### src/rtl/dwd_pkg.sv
package dwd_pkg;
  typedef enum logic [1:0] {
    ST_IDLE    = 2'd0,
    ST_WAIT_HI = 2'd1,
    ST_WAIT_LO = 2'd2,
    ST_WRITE   = 2'd3
  } dwd_state_e;

  localparam int unsigned DWD_OPCODE_DEF = 'h2C4;
endpackage

### src/rtl/dwd_ser_fsm.sv
module dwd_ser_fsm
  import dwd_pkg::*;
#(
  parameter int unsigned WORD_W = 16,
  parameter int unsigned IDX_W  = 4,
  parameter int unsigned OPCODE = DWD_OPCODE_DEF,
  localparam int unsigned DATA_W = 2 * WORD_W,
  localparam int unsigned OPC_W  = WORD_W - IDX_W
) (
  input  logic              clk_i,
  input  logic              rst_ni,
  input  logic              vld_i,
  input  logic [WORD_W-1:0] word_i,
  output dwd_state_e        st_o,
  output logic              idle_o,
  output logic              wr_o,
  output logic [IDX_W-1:0]  idx_o,
  output logic [DATA_W-1:0] data_o,
  output logic              illegal_o
);
  dwd_state_e        st_q, st_d;
  logic [IDX_W-1:0]  idx_q;
  logic [DATA_W-1:0] data_q;
  logic              ill_q;
  logic              opc_hit;

  assign opc_hit = (word_i[WORD_W-1:IDX_W] == OPC_W'(OPCODE));

  always_comb begin
    st_d = st_q;
    unique case (st_q)
      ST_IDLE:    if (vld_i && opc_hit) st_d = ST_WAIT_HI;
      ST_WAIT_HI: if (vld_i)            st_d = ST_WAIT_LO;
      ST_WAIT_LO: if (vld_i)            st_d = ST_WRITE;
      ST_WRITE:                         st_d = ST_IDLE;
      default:                          st_d = ST_IDLE;
    endcase
  end

  always_ff @(posedge clk_i or negedge rst_ni) begin
    if (!rst_ni) begin
      st_q   <= ST_IDLE;
      idx_q  <= '0;
      data_q <= '0;
      ill_q  <= 1'b0;
    end else begin
      st_q  <= st_d;
      ill_q <= (st_q == ST_IDLE) && vld_i && !opc_hit;
      if (vld_i) begin
        unique case (st_q)
          ST_IDLE:    if (opc_hit) idx_q <= word_i[IDX_W-1:0];
          ST_WAIT_HI: data_q[DATA_W-1:WORD_W] <= word_i;
          ST_WAIT_LO: data_q[WORD_W-1:0]      <= word_i;
          default: ;
        endcase
      end
    end
  end

  assign st_o      = st_q;
  assign idle_o    = (st_q == ST_IDLE);
  assign wr_o      = (st_q == ST_WRITE);
  assign idx_o     = idx_q;
  assign data_o    = data_q;
  assign illegal_o = ill_q;
endmodule

### src/rtl/dwd_core_gate.sv
module dwd_core_gate #(
  parameter int unsigned IDX_W  = 4,
  parameter int unsigned DATA_W = 32
) (
  input  logic              clk_i,
  input  logic              rst_ni,
  input  logic              req_i,
  input  logic [IDX_W-1:0]  idx_i,
  input  logic [DATA_W-1:0] data_i,
  input  logic              ser_clk_act_i,
  input  logic              ser_idle_i,
  output logic              wr_o,
  output logic [IDX_W-1:0]  idx_o,
  output logic [DATA_W-1:0] data_o,
  output logic              busy_err_o
);
  logic              ok;
  logic              wr_q, err_q;
  logic [IDX_W-1:0]  idx_q;
  logic [DATA_W-1:0] data_q;

  // core path only while serial clock idle and no serial command in flight
  assign ok = !ser_clk_act_i && ser_idle_i;

  always_ff @(posedge clk_i or negedge rst_ni) begin
    if (!rst_ni) begin
      wr_q   <= 1'b0;
      err_q  <= 1'b0;
      idx_q  <= '0;
      data_q <= '0;
    end else begin
      wr_q  <= req_i && ok;
      err_q <= req_i && !ok;
      if (req_i && ok) begin
        idx_q  <= idx_i;
        data_q <= data_i;
      end
    end
  end

  assign wr_o       = wr_q;
  assign idx_o      = idx_q;
  assign data_o     = data_q;
  assign busy_err_o = err_q;
endmodule

### src/rtl/dwd_wr_arb.sv
module dwd_wr_arb #(
  parameter int unsigned IDX_W  = 4,
  parameter int unsigned DATA_W = 32
) (
  input  logic              ser_wr_i,
  input  logic [IDX_W-1:0]  ser_idx_i,
  input  logic [DATA_W-1:0] ser_data_i,
  input  logic              core_wr_i,
  input  logic [IDX_W-1:0]  core_idx_i,
  input  logic [DATA_W-1:0] core_data_i,
  output logic              wr_o,
  output logic [IDX_W-1:0]  idx_o,
  output logic [DATA_W-1:0] data_o
);
  // serial side wins; gating rules keep the two apart anyway
  always_comb begin
    wr_o   = ser_wr_i | core_wr_i;
    idx_o  = '0;
    data_o = '0;
    if (ser_wr_i) begin
      idx_o  = ser_idx_i;
      data_o = ser_data_i;
    end else if (core_wr_i) begin
      idx_o  = core_idx_i;
      data_o = core_data_i;
    end
  end
endmodule

### src/rtl/dbg_wr_decoder.sv
module dbg_wr_decoder
  import dwd_pkg::*;
#(
  parameter int unsigned WORD_W = 16,
  parameter int unsigned IDX_W  = 4,
  parameter int unsigned OPCODE = DWD_OPCODE_DEF,
  localparam int unsigned DATA_W = 2 * WORD_W
) (
  input  logic              clk_i,
  input  logic              rst_ni,
  input  logic              ser_vld_i,
  input  logic [WORD_W-1:0] ser_word_i,
  input  logic              ser_clk_act_i,
  input  logic              core_wr_i,
  input  logic [IDX_W-1:0]  core_idx_i,
  input  logic [DATA_W-1:0] core_data_i,
  output logic              wr_o,
  output logic [IDX_W-1:0]  wr_idx_o,
  output logic [DATA_W-1:0] wr_data_o,
  output logic              illegal_o,
  output logic              busy_err_o
);
  dwd_state_e        ser_st;
  logic              ser_idle, ser_wr, core_wr;
  logic [IDX_W-1:0]  ser_idx, core_idx;
  logic [DATA_W-1:0] ser_data, core_data;

  dwd_ser_fsm #(.WORD_W(WORD_W), .IDX_W(IDX_W), .OPCODE(OPCODE)) u_ser (
    .clk_i     (clk_i),
    .rst_ni    (rst_ni),
    .vld_i     (ser_vld_i),
    .word_i    (ser_word_i),
    .st_o      (ser_st),
    .idle_o    (ser_idle),
    .wr_o      (ser_wr),
    .idx_o     (ser_idx),
    .data_o    (ser_data),
    .illegal_o (illegal_o)
  );

  dwd_core_gate #(.IDX_W(IDX_W), .DATA_W(DATA_W)) u_core (
    .clk_i         (clk_i),
    .rst_ni        (rst_ni),
    .req_i         (core_wr_i),
    .idx_i         (core_idx_i),
    .data_i        (core_data_i),
    .ser_clk_act_i (ser_clk_act_i),
    .ser_idle_i    (ser_idle),
    .wr_o          (core_wr),
    .idx_o         (core_idx),
    .data_o        (core_data),
    .busy_err_o    (busy_err_o)
  );

  dwd_wr_arb #(.IDX_W(IDX_W), .DATA_W(DATA_W)) u_arb (
    .ser_wr_i    (ser_wr),
    .ser_idx_i   (ser_idx),
    .ser_data_i  (ser_data),
    .core_wr_i   (core_wr),
    .core_idx_i  (core_idx),
    .core_data_i (core_data),
    .wr_o        (wr_o),
    .idx_o       (wr_idx_o),
    .data_o      (wr_data_o)
  );
endmodule

### config.mk
export PLATFORM = sky130hd
export DESIGN_NAME = dbg_wr_decoder
export DESIGN_NICKNAME = d
export VERILOG_FILES = /design/src/rtl/dwd_pkg.sv /design/src/rtl/dwd_ser_fsm.sv /design/src/rtl/dwd_core_gate.sv /design/src/rtl/dwd_wr_arb.sv /design/src/rtl/dbg_wr_decoder.sv
export SDC_FILE = /design/constraint.sdc
export NUM_CORES = 1
export LEC_CHECK = 0
export ABC_CLOCK_PERIOD_IN_PS = 4400
export BUFFER_PORTS_ARGS = -buffer_cell sky130_fd_sc_hd__buf_4
export CAP_MARGIN = 0
export CORE_MARGIN = 5
export CORE_UTILIZATION = 40
export DETAILED_ROUTE_END_ITERATION = 10
export GPL_ROUTABILITY_DRIVEN = 0
export PLACE_DENSITY_LB_ADDON = 0.12
export SYNTH_ARGS = -nofsm -noshare
export SYNTH_HDL_FRONTEND = slang
export SYNTH_SLANG_ARGS = --single-unit
export TNS_END_PERCENT = 30
### constraint.sdc
create_clock -name clk_i -period 4.4 [get_ports clk_i]
set_input_delay 0.66 -clock clk_i [delete_from_list [all_inputs] [get_ports clk_i]]
set_output_delay 0.66 -clock clk_i [all_outputs]
set_load 0.02 [all_outputs]
---- Word-level counts from Yosys, hierarchy flattened ----
Index checks and enable logic that the tools add are counted.
W data, S select, Z words.
word-level totals
  bits in registers ....................... 77
  output and inout bits ................... 39
operators by class
  equal/unequal tests ..................... 7
  muxes and demuxes ....................... 8
  bitwise logic cells ..................... 1
  reduce and logical (&&, ||, !) cells .... 14
operator list
  cell                    number
  $mux W32                2
  $eq A12 B10 Y1 const B  1
  $mux W4                 2
  $pmux W2 S4             1
  $logic_and A1 B1 Y1     6
  $mux W2                 3
  $ne A2 B2 Y1 const B    3
  $reduce_and A3 Y1       2
  $eq A2 B2 Y1 const B    2
  $reduce_and A2 Y1       2
  $logic_not A1 Y1        3
  $eq A2 B1 Y1 const B    1
  $logic_not A2 Y1        1
  $or A1 B1 Y1            1

---- Logic depth before layout (Yosys ltp) ----
Gate-level depths: netlist of the first run.
  word-level depth ........................ 4
  depth in mapped cells ................... 7
  mapped depth without buffers ............ 6

---- Modules after synthesis ----
A second synthesis of the first run with hierarchy kept.
unflattened totals
  cell total of the unflattened synthesis .. 235
  area, all modules ....................... 3612.2 sq um
by module, submodules not included
  module         instances  cells an instance  area each (sq um)  seq. area each (sq um)
  dwd_ser_fsm    1          103                1624.1             975.9
  dwd_core_gate  1          82                 1571.5             950.9
  dwd_wr_arb     1          50                 416.6              0.0

---- Worst setup path before layout of the first run ----
OpenSTA, ideal clock, no wires.
  path kind ............................... flip-flop to output port
  start point ............................. register u_ser.st_q[0] (netlist: u_ser.st_o[0])
  end point ............................... output wr_data_o[28]
  arrival time ............................ 1.527 ns
  setup slack ............................. 2.213 ns
  stages on the path, launching flop included .. 5
  buffers on the path ..................... 2
  cells stage by stage .................... dfrtp_1 > ha_1 > clkbuf_1 > buf_1 > o21ai_0
on the way
  word-level cells in the longest chain between the ends .. 2
RTL lines
  what                    RTL line              RTL
  from (decl)             dwd_ser_fsm.sv:21     dwd_state_e st_q, st_d;
  from (signal assigned)  dwd_ser_fsm.sv:47     st_q <= st_d;
  $eq A2 B2 Y1            dwd_ser_fsm.sv:62     assign wr_o = (st_q == ST_WRITE);
  $mux W32                dwd_wr_arb.sv:20      if (ser_wr_i) begin
  to (decl)               dbg_wr_decoder.sv:19  output logic [DATA_W-1:0] wr_data_o,
Every way passes these cells.

---- Worst setup path in the final report of the first run ----
  start point ............................. register u_ser.st_q[0] (netlist: u_ser.st_o[0])
  end point ............................... output wr_data_o[15]
The elaborated chain is that of the path after synthesis.

==> results.cfg, run 1 <==
[synth]
synthDominantCellAreaShare_pct = 56.89
ys_seq_area_share_pct = 56.89
synth_compound_area_share_pct = 11.23
synth-xor-area-share_pct = 0
synth_top_area_cell = dfrtp_1
synth_cell_types = 29
avgSynthCellArea_sq_um = 14.17
synth-seq-cells = 77
synth_adder_area_share_pct = 1.847
synthSimpleGateAreaFrac_pct = 3.731
synth_area_sq_mm = 0.003387
synth_top_family_by_area = multiplexers
synth_fp_nets = 301
synth_warnings = 0
synthMuxAreaShare_pct = 23.94
post_synth_main_area_contributors = dfrtp_1 (57%), mux2_2 (24%), a22o_1 (9.1%)
netlist_instances = 239

[sta]
tightest_slew_ns = 1.052
fin_setup_tns_ns = 0
skew_ns = 0.005346
fin_crit_sh_pct = 72.16
fin_crit_ns = 3.175
fmax_mhz = 315.0
hold_viol = 0
max-slew-margin-rel_pct = 29.77
setup_viol = 0
grt_setup_unrepaired = false
finalMaxSlewViolations = 0

[floorplanning]
num_rows = 33
die_w_um = 102.0
io-pin-count = 96
dieArea_sq_mm = 0.01041
start_util_pct = 41.22
fp.dieH_um = 102.0
coreArea_sq_mm = 0.008217

[global_routing]
antenna_found_initial = 0
grt_pass1_wl_um = 12890
overflow = 0
grt_max_degree = 78
grt.total_usage_pct = 16.37
grt_pass1_vias = 2489

[setup_path]
endpoint_kind = primary output
crit_family = simple AND/OR/NAND/NOR gates
crit_path_start = u_ser.st_o[0]$_DFFE_PN0P_
crit_path_cell_trace = ha_2 -> nor2b_4 -> a22o_1 -> buf_4
cp_max_fo = 39
cp_slowest_cell = nor2b_4
required_ns = 3.74
worstSetupPathType = reg -> out
max_stage_delay_ns = 0.79
cp.buffers_inverters = 1
critPathLaunchType = flip-flop
worstReg2RegStart = u_ser.st_o[1]$_DFFE_PN0P_
worstPathArrival_ns = 2.51

[layout]
diodes = 0
layout_common_cells = buf_4 (95), dfrtp_1 (77), mux2_2 (72), a22o_1 (35), clkbuf_8 (9)
nets = 392
area_delta_synth_final_pct = 30.37
final_layout_size_suffix_gt1_share_pct = 56.72
final_common_cell = buf_4
num-fill-cells = 712
multiInputGateArea_sq_mm = 0.001390
ff_latch_area_sq_mm = 0.001927

[route]
drtPass1Iterations = 4
avgRoutedWirePerCell_um = 18.23
ant_nets = 0
vias_per_cell = 5.225
drtIter0Drc = 51
wl_um = 8021
post-route-drc-count = 0
num_vias = 2299

[placed_design]
dpl.hpwl_um = 5441
io_buffers = 95

[clock_tree]
cts.sinks = 77
cts_tree = done
cts_root_buffer = clkbuf_8
cts_resized = 0
clockBufferDepth = 2
path_clk_slew_ns = 0.08
ctsHtreeMaxLevel = 3
post-cts-setup-buffers = 0
numCtsBuffers = 9
clk_latency_ns = 0.36
cts_hold_buf = 0

[run]
drv_cap = 0

[pwr]
leakage_nw = 2.086
fin_total_pwr_w = 0.002906
power.density_mw_per_mm2 = 658.2
ir_drop_mv = 0.2481

[outcome]
status = complete, no violations

[worst_hold_path]
min_path_type = in -> async
-- power breakdown --
part | switching, W | internal [W]
registers | 0.000182 | 0.00104
logic | 0.000476 | 0.000562
clock network | 0.000267 | 0.000377
total | 0.000925 | 0.00198
-- worst paths after layout --
kind	endpoint	slack (ns)	depth (start not counted)
worst max-delay path	wr_data_o[15]	1.23	4
worst min-delay path	u_core.data_o[10]$_DFFE_PN0P_	0.44	1
worst max register to register	u_core.data_o[9]$_DFFE_PN0P_	1.85	4
worst min register to register	u_core.data_o[6]$_DFFE_PN0P_	0.51	1
max in group asynchronous	u_core.data_o[30]$_DFFE_PN0P_	3.30	1
min in group clk_i	u_core.data_o[6]$_DFFE_PN0P_	0.51	1
-- through the flow --
step	cell area [sq um]	cells	worst slack, ns	util, %	hold WS [ns]
finish	4415	440	1.225	53.74	0.4378
global route	4415	440	1.018	53.74	0.5199
CTS	4415	440	1.174	53.74	0.5011
detailed placement	4177	424	1.575	50.83	0.4937
global placement	4177	424	1.632	50.83	0.4899
floorplan	3387	239	2.213	-	0.3644
-- cell type report --
class	instances	area share (%)
Sequential cell	77	43.64
Multi-Input combinational cell	143	31.48
Timing Repair Buffer	95	16.15
Tap cell	105	2.975
Clock buffer	10	2.890
Clock inverter	6	2.522
Inverter	4	0.3400
-- registers in the layout (all words and copies together) (netlist names) --
register	flops
u_core.busy_err_o	1
u_core.data_o	32
u_core.idx_o	4
u_core.wr_o	1
u_ser.data_o	32
u_ser.idx_o	4
u_ser.illegal_o	1
u_ser.st_o	2
-- worst reg2reg max path, delay by kind of cell (launching register included) --
kind	cells	cell delay [ns]
mux	1	0.62
buf+inv	1	0.15
simple gates	1	0.86
flops	1	0.43
fa+ha+maj	1	0.38
-- synthesized netlist by cell type --
library cell and n:
mux2_2 72, nand3_2 1, nor4_1 1, nor2_2 1
inv_1 4, o211ai_1 1, or2_2 1, o22ai_1 1
dfrtp_1 77, o21ba_2 1, clkbuf_1 7, nor4b_2 1
a21boi_0 1, o311ai_0 1, a22o_1 35, o21ai_0 3
nand2_1 6, nand4_2 1, nand3_1 1, buf_2 7
a311oi_1 1, and3_1 1, nor2b_1 2, o211a_1 1
buf_1 1, or4_1 1, ha_1 5, nor2_1 3
nor3_1 1
-- cells by family (layout without fill, tap and decap cells) --
kind of cell / Yosys count / count (layout)
buffers and inverters: 19 / 115
multiplexers: 72 / 72
AND/OR/NAND/NOR: 21 / 21
adder cells (fa/ha/maj): 5 / 5
flip-flops: 77 / 77
AO/OA/AOI/OAI: 45 / 45
-- metal layers --
| layer | vias up | global-route usage [%] | part of all wire, % |
|---|---|---|---|
| met1 | 1148 | 21.51 | 45 |
| met4 | 0 | 7.770 | 2.4 |
| li1 | 1070 | - | - |
| met5 | - | 0 | 0 |
| met2 | 67 | 25.04 | 45 |
| met3 | 14 | 4.710 | 7.7 |
Power figures use the tool's default switching activity.
==> inputs of run 2 (changes only) <==
--- a/config.mk
+++ b/config.mk
@@ -5,7 +5,7 @@
 export SDC_FILE = /design/constraint.sdc
 export NUM_CORES = 1
 export LEC_CHECK = 0
-export ABC_CLOCK_PERIOD_IN_PS = 4400
+export ABC_CLOCK_PERIOD_IN_PS = 2550
 export BUFFER_PORTS_ARGS = -buffer_cell sky130_fd_sc_hd__buf_4
 export CAP_MARGIN = 0
 export CORE_MARGIN = 5
==> constraint.sdc (replaced) <==
create_clock -name clk_i -period 2.55 [get_ports clk_i]
set_input_delay 0.3825 -clock clk_i [delete_from_list [all_inputs] [get_ports clk_i]]
set_output_delay 0.3825 -clock clk_i [all_outputs]
set_load 0.02 [all_outputs]
==> run 2 against run 1 <==
Critical path depth grew 1. Sequential share of layout area shrank 0.26 points. Final area grew 0.60%. Critical endpoint is now wr_data_o[13]. Routed wire length shrank 0.24%. Largest power group unchanged. Clock skew grew 0.0054 ns.
==> results.cfg, run 2 (synthesized netlist as in run 1, its figures left out) <==
[outcome]
status = complete, no violations

[sta]
fin_ws_ns = 0.3323
fmax_mhz = 450.9
hold_viol = 0
grt_setup_unrepaired = false
fin_setup_tns_ns = 0
fin_crit_ns = 2.218
finalMaxSlewViolations = 0
tightest_slew_ns = 0.9604
fin_crit_sh_pct = 86.97
setup_viol = 0
skew_ns = 0.01070
max-slew-margin-rel_pct = 35.97

[setup_path]
rrSetupSlack_ns = 0.63
crit_path_cell_trace = ha_2 -> nor2b_4 -> buf_4 -> a22o_1 -> buf_4
worstReg2RegStart = u_ser.st_o[0]$_DFFE_PN0P_
required_ns = 2.17
cp_slowest_cell = dfrtp_1
crit_family = flip-flops
cp.buffers_inverters = 2
ff2ff_path_depth = 5
endpoint_kind = primary output
worstPathArrival_ns = 1.84
critPathLaunchType = flip-flop
max_stage_delay_ns = 0.43
crit_path_start = u_ser.st_o[0]$_DFFE_PN0P_
cp_max_fo = 17
worstSetupPathType = reg -> out
cp_common_cell = buf_4
r2r_end = u_core.data_o[29]$_DFFE_PN0P_

[clock_tree]
ctsHtreeMaxLevel = 3
path_clk_slew_ns = 0.09
cts_root_buffer = clkbuf_8
post-cts-setup-buffers = 0
cts_hold_buf = 0
clk_latency_ns = 0.34
cts.sinks = 77
numCtsBuffers = 9
clockBufferDepth = 2
cts_resized = 0
cts_tree = done

[global_routing]
grt_max_degree = 78
overflow = 0
grt.total_usage_pct = 15.99
grt_pass1_wl_um = 12650
grt_pass1_vias = 2466
antenna_found_initial = 0

[worst_hold_path]
min_path_type = in -> async

[pwr]
ir_drop_mv = 0.5074
leakage_nw = 2.106
fin_total_pwr_w = 0.004877
power.density_mw_per_mm2 = 1098

[placed_design]
placed_area_sq_mm = 0.004242
dpl.hpwl_um = 5733
io_buffers = 95
place_ws_ns = 0.6285

[run]
drv_cap = 0

[floorplanning]
fp.dieH_um = 102.0
num_rows = 33
io-pin-count = 96
die_w_um = 102.0
coreArea_sq_mm = 0.008217
start_util_pct = 41.22
dieArea_sq_mm = 0.01041

[layout]
diodes = 0
nets = 399
final_layout_size_suffix_gt1_share_pct = 57.60
fin_area_sq_mm = 0.004442
area_delta_synth_final_pct = 31.14
num-fill-cells = 749
layout_common_cells = buf_4 (101), dfrtp_1 (77), mux2_2 (72), a22o_1 (35), clkbuf_8 (10)
final_common_cell = buf_4

[route]
avgRoutedWirePerCell_um = 17.90
drtIter0Drc = 94
wl_um = 8002
drtPass1Iterations = 4
post-route-drc-count = 0
num_vias = 2324
ant_nets = 0
vias_per_cell = 5.199
-- run 2: worst reg2reg max path, cell delays in order, from the launching register on --
cell,delay [ns]
dfrtp_1,0.44
inv_1,0.13
ha_1,0.19
nand3_2,0.41
buf_12,0.35
mux2_2,0.28
-- run 2: per-stage QoR --
stage	instances	util (%)	hold slack [ns]
floorplan	239	-	0.08691
global placement	431	51.62	0.4875
detailed placement	431	51.62	0.4935
CTS	447	54.06	0.2218
global route	447	54.06	0.2402
finish	447	54.06	0.1841
-- run 2: per-layer routing --
metal,up-vias,part of all wire (%),track usage (%)
met5,-,0,0
met4,0,1.3,5.853
met3,8,7.0,4.642
met2,81,45,23.59
met1,1151,47,22.49
li1,1084,-,-
-- run 2: worst max path at each step --
stage | to | slack, ns | depth (start not counted)
2_1_floorplan | wr_data_o[28] | 0.64 | 4
3_3_place_gp | u_ser.idx_o[1]$_DFFE_PN0P_ | 0.61 | 5
3_5_place_dp | u_ser.idx_o[1]$_DFFE_PN0P_ | 0.63 | 5
4_1_cts | wr_data_o[8] | 0.32 | 5
5_1_grt | wr_data_o[8] | 0.26 | 5
6_report | wr_data_o[13] | 0.33 | 5
-- run 2: area by class of cell --
class | count | area, sq um | area share [%]
multi-input cells | 143 | 1390 | 31.30
repair buffers | 102 | 778.2 | 17.52
clock inverters | 5 | 58.81 | 1.324
inverters | 4 | 15.01 | 0.3380
clock buffers | 11 | 141.4 | 3.183
flip-flops and latches | 77 | 1927 | 43.38
well taps | 105 | 131.4 | 2.958
-- run 2: power breakdown --
part	internal, W	total (W)	switching (W)
clock	0.000481	0.000942	0.000460
sequential	0.00180	0.00210	0.000304
combinational	0.00101	0.00183	0.000826
total	0.00329	0.00488	0.00159
==> inputs of run 3 (changes only) <==
--- a/config.mk
+++ b/config.mk
@@ -12,7 +12,8 @@
 export CORE_UTILIZATION = 40
 export DETAILED_ROUTE_END_ITERATION = 10
 export GPL_ROUTABILITY_DRIVEN = 0
-export PLACE_DENSITY_LB_ADDON = 0.12
+export GPL_TIMING_DRIVEN = 0
+export PLACE_DENSITY = 0.74
 export SYNTH_ARGS = -nofsm -noshare
 export SYNTH_HDL_FRONTEND = slang
 export SYNTH_SLANG_ARGS = --single-unit
==> run 3 against run 2 <==
Cell count increased by 1.6%. Hold slack got worse by 0.0021 ns. Combinational power about the same. Sequential cell count unchanged. Worst setup slack got worse by 0.20 ns. Count of clock-buffer cells in the layout increased by 2. Critical path depth increased by 1. Critical path type unchanged. Sequential power about the same. Largest cell class unchanged.
==> results.cfg, run 3 (synthesized netlist as in run 1, its figures left out) <==
[sta]
fin_crit_ns = 2.419
max-slew-margin-rel_pct = 35.45
skew_ns = 0.006312
grt_setup_unrepaired = false
hold_viol = 0
tightest_slew_ns = 0.9683
finalMaxSlewViolations = 0
setup_viol = 0
fmax_mhz = 413.5
fin_crit_sh_pct = 94.85
fin_setup_tns_ns = 0
fin_ws_ns = 0.1313

[setup_path]
crit_cells = 6
ff2ff_path_depth = 6
cp_max_fo = 10
required_ns = 2.17
endpoint_kind = primary output
worstSetupPathType = reg -> out
critPathLaunchType = flip-flop
cp_common_cell = clkbuf_2
crit_path_cell_trace = ha_1 -> nor2b_1 -> clkbuf_2 -> clkbuf_2 -> a22o_1 -> buf_4
cp_slowest_cell = dfrtp_1
max_stage_delay_ns = 0.43
worstPathArrival_ns = 2.04
cp.buffers_inverters = 3
crit_family = buffers and inverters

[global_routing]
grt.total_usage_pct = 16.66
grt_pass1_vias = 2562
top_usage_layer = met2
grt_max_degree = 78
antenna_found_initial = 0
use_met3_pct = 5.188
overflow = 0
grt_pass1_wl_um = 13140
met2_usage_pct = 26.29
met1_usage_pct = 22.24

[clock_tree]
cts_root_buffer = clkbuf_8
numCtsBuffers = 9
clk_latency_ns = 0.35
ctsHtreeMaxLevel = 3
cts.sinks = 77
cts_tree = done
clockBufferDepth = 2
post-cts-setup-buffers = 0
cts_hold_buf = 0
path_clk_slew_ns = 0.08

[pwr]
leakage_nw = 2.125
power.density_mw_per_mm2 = 1101
ir_drop_mv = 0.5145
fin_total_pwr_w = 0.004895

[route]
vias_per_cell = 5.264
drtIter0Drc = 71
ant_nets = 0
drtPass1Iterations = 4
avgRoutedWirePerCell_um = 18.33
num_vias = 2390
post-route-drc-count = 0
wl_um = 8321

[layout]
fin_area_sq_mm = 0.004444
diodes = 0
layout_common_cells = buf_4 (94), dfrtp_1 (77), mux2_2 (72), a22o_1 (35), clkbuf_8 (12)
nets = 406
final_common_cell = buf_4
final_layout_size_suffix_gt1_share_pct = 57.59
area_delta_synth_final_pct = 31.22

[placed_design]
place_ws_ns = 0.1259
dpl.hpwl_um = 6237
io_buffers = 94
placed_area_sq_mm = 0.004224

[run]
drv_cap = 0

[floorplanning]
die_w_um = 102.0
io-pin-count = 96
num_rows = 33
start_util_pct = 41.22
dieArea_sq_mm = 0.01041
fp.dieH_um = 102.0
coreArea_sq_mm = 0.008217

[worst_hold_path]
min_path_type = in -> async

[outcome]
status = complete, no violations
run 3: area by class of cell:
type / instances / area, sq um
plain buffers: 15 / 73.82
clock buffers: 13 / 168.9
clock inverters: 3 / 42.54
fillers: 726 / 3772
inverters: 4 / 15.01
multi-input cells: 143 / 1380
flip-flops and latches: 77 / 1927
well taps: 105 / 131.4
repair buffers: 94 / 705.7
run 3: through the flow:
step | cells | hold WS [ns] | util (%)
CTS | 454 | 0.2198 | 54.06
detailed placement | 438 | 0.4944 | 51.41
floorplan | 239 | 0.08691 | -
finish | 454 | 0.1820 | 54.09
global placement | 438 | 0.4881 | 51.41
global route | 454 | 0.2391 | 54.09
run 3: final timing paths:
check	from	end	slack, ns
max	u_ser.st_o[0]$_DFFE_PN0P_	wr_data_o[20]	0.13
min	rst_ni	u_core.data_o[28]$_DFFE_PN0P_	0.18
max reg2reg	u_ser.st_o[0]$_DFFE_PN0P_	u_core.data_o[16]$_DFFE_PN0P_	0.62
min reg2reg	u_core.data_o[11]$_DFFE_PN0P_	u_core.data_o[11]$_DFFE_PN0P_	0.51
max in group asynchronous	rst_ni	u_ser.data_o[12]$_DFFE_PN0P_	1.74
min in group clk_i	core_data_i[31]	u_core.data_o[31]$_DFFE_PN0P_	0.26
run 3: power by group:
group / total (W) / leakage, nW / switching, W / internal, W
sequential: 0.00210 / 0.927 / 0.000302 / 0.00180
clock: 0.000968 / 0.106 / 0.000437 / 0.000531
combinational: 0.00183 / 1.09 / 0.000841 / 0.000985
run 3: timing repair:
item | CTS | global route
setup endpoints to repair | 31 | 19
gates cloned | 0 | 0
pin swaps | 0 | 0
hold endpoints to repair | 0 | 0
resized for setup | 5 | 3
run 3: per-layer routing:
metal	share of wire [%]	up-vias
li1	-	1101
met1	44	1205
met2	49	72
met3	6.2	12
met4	1.2	0
met5	0	-
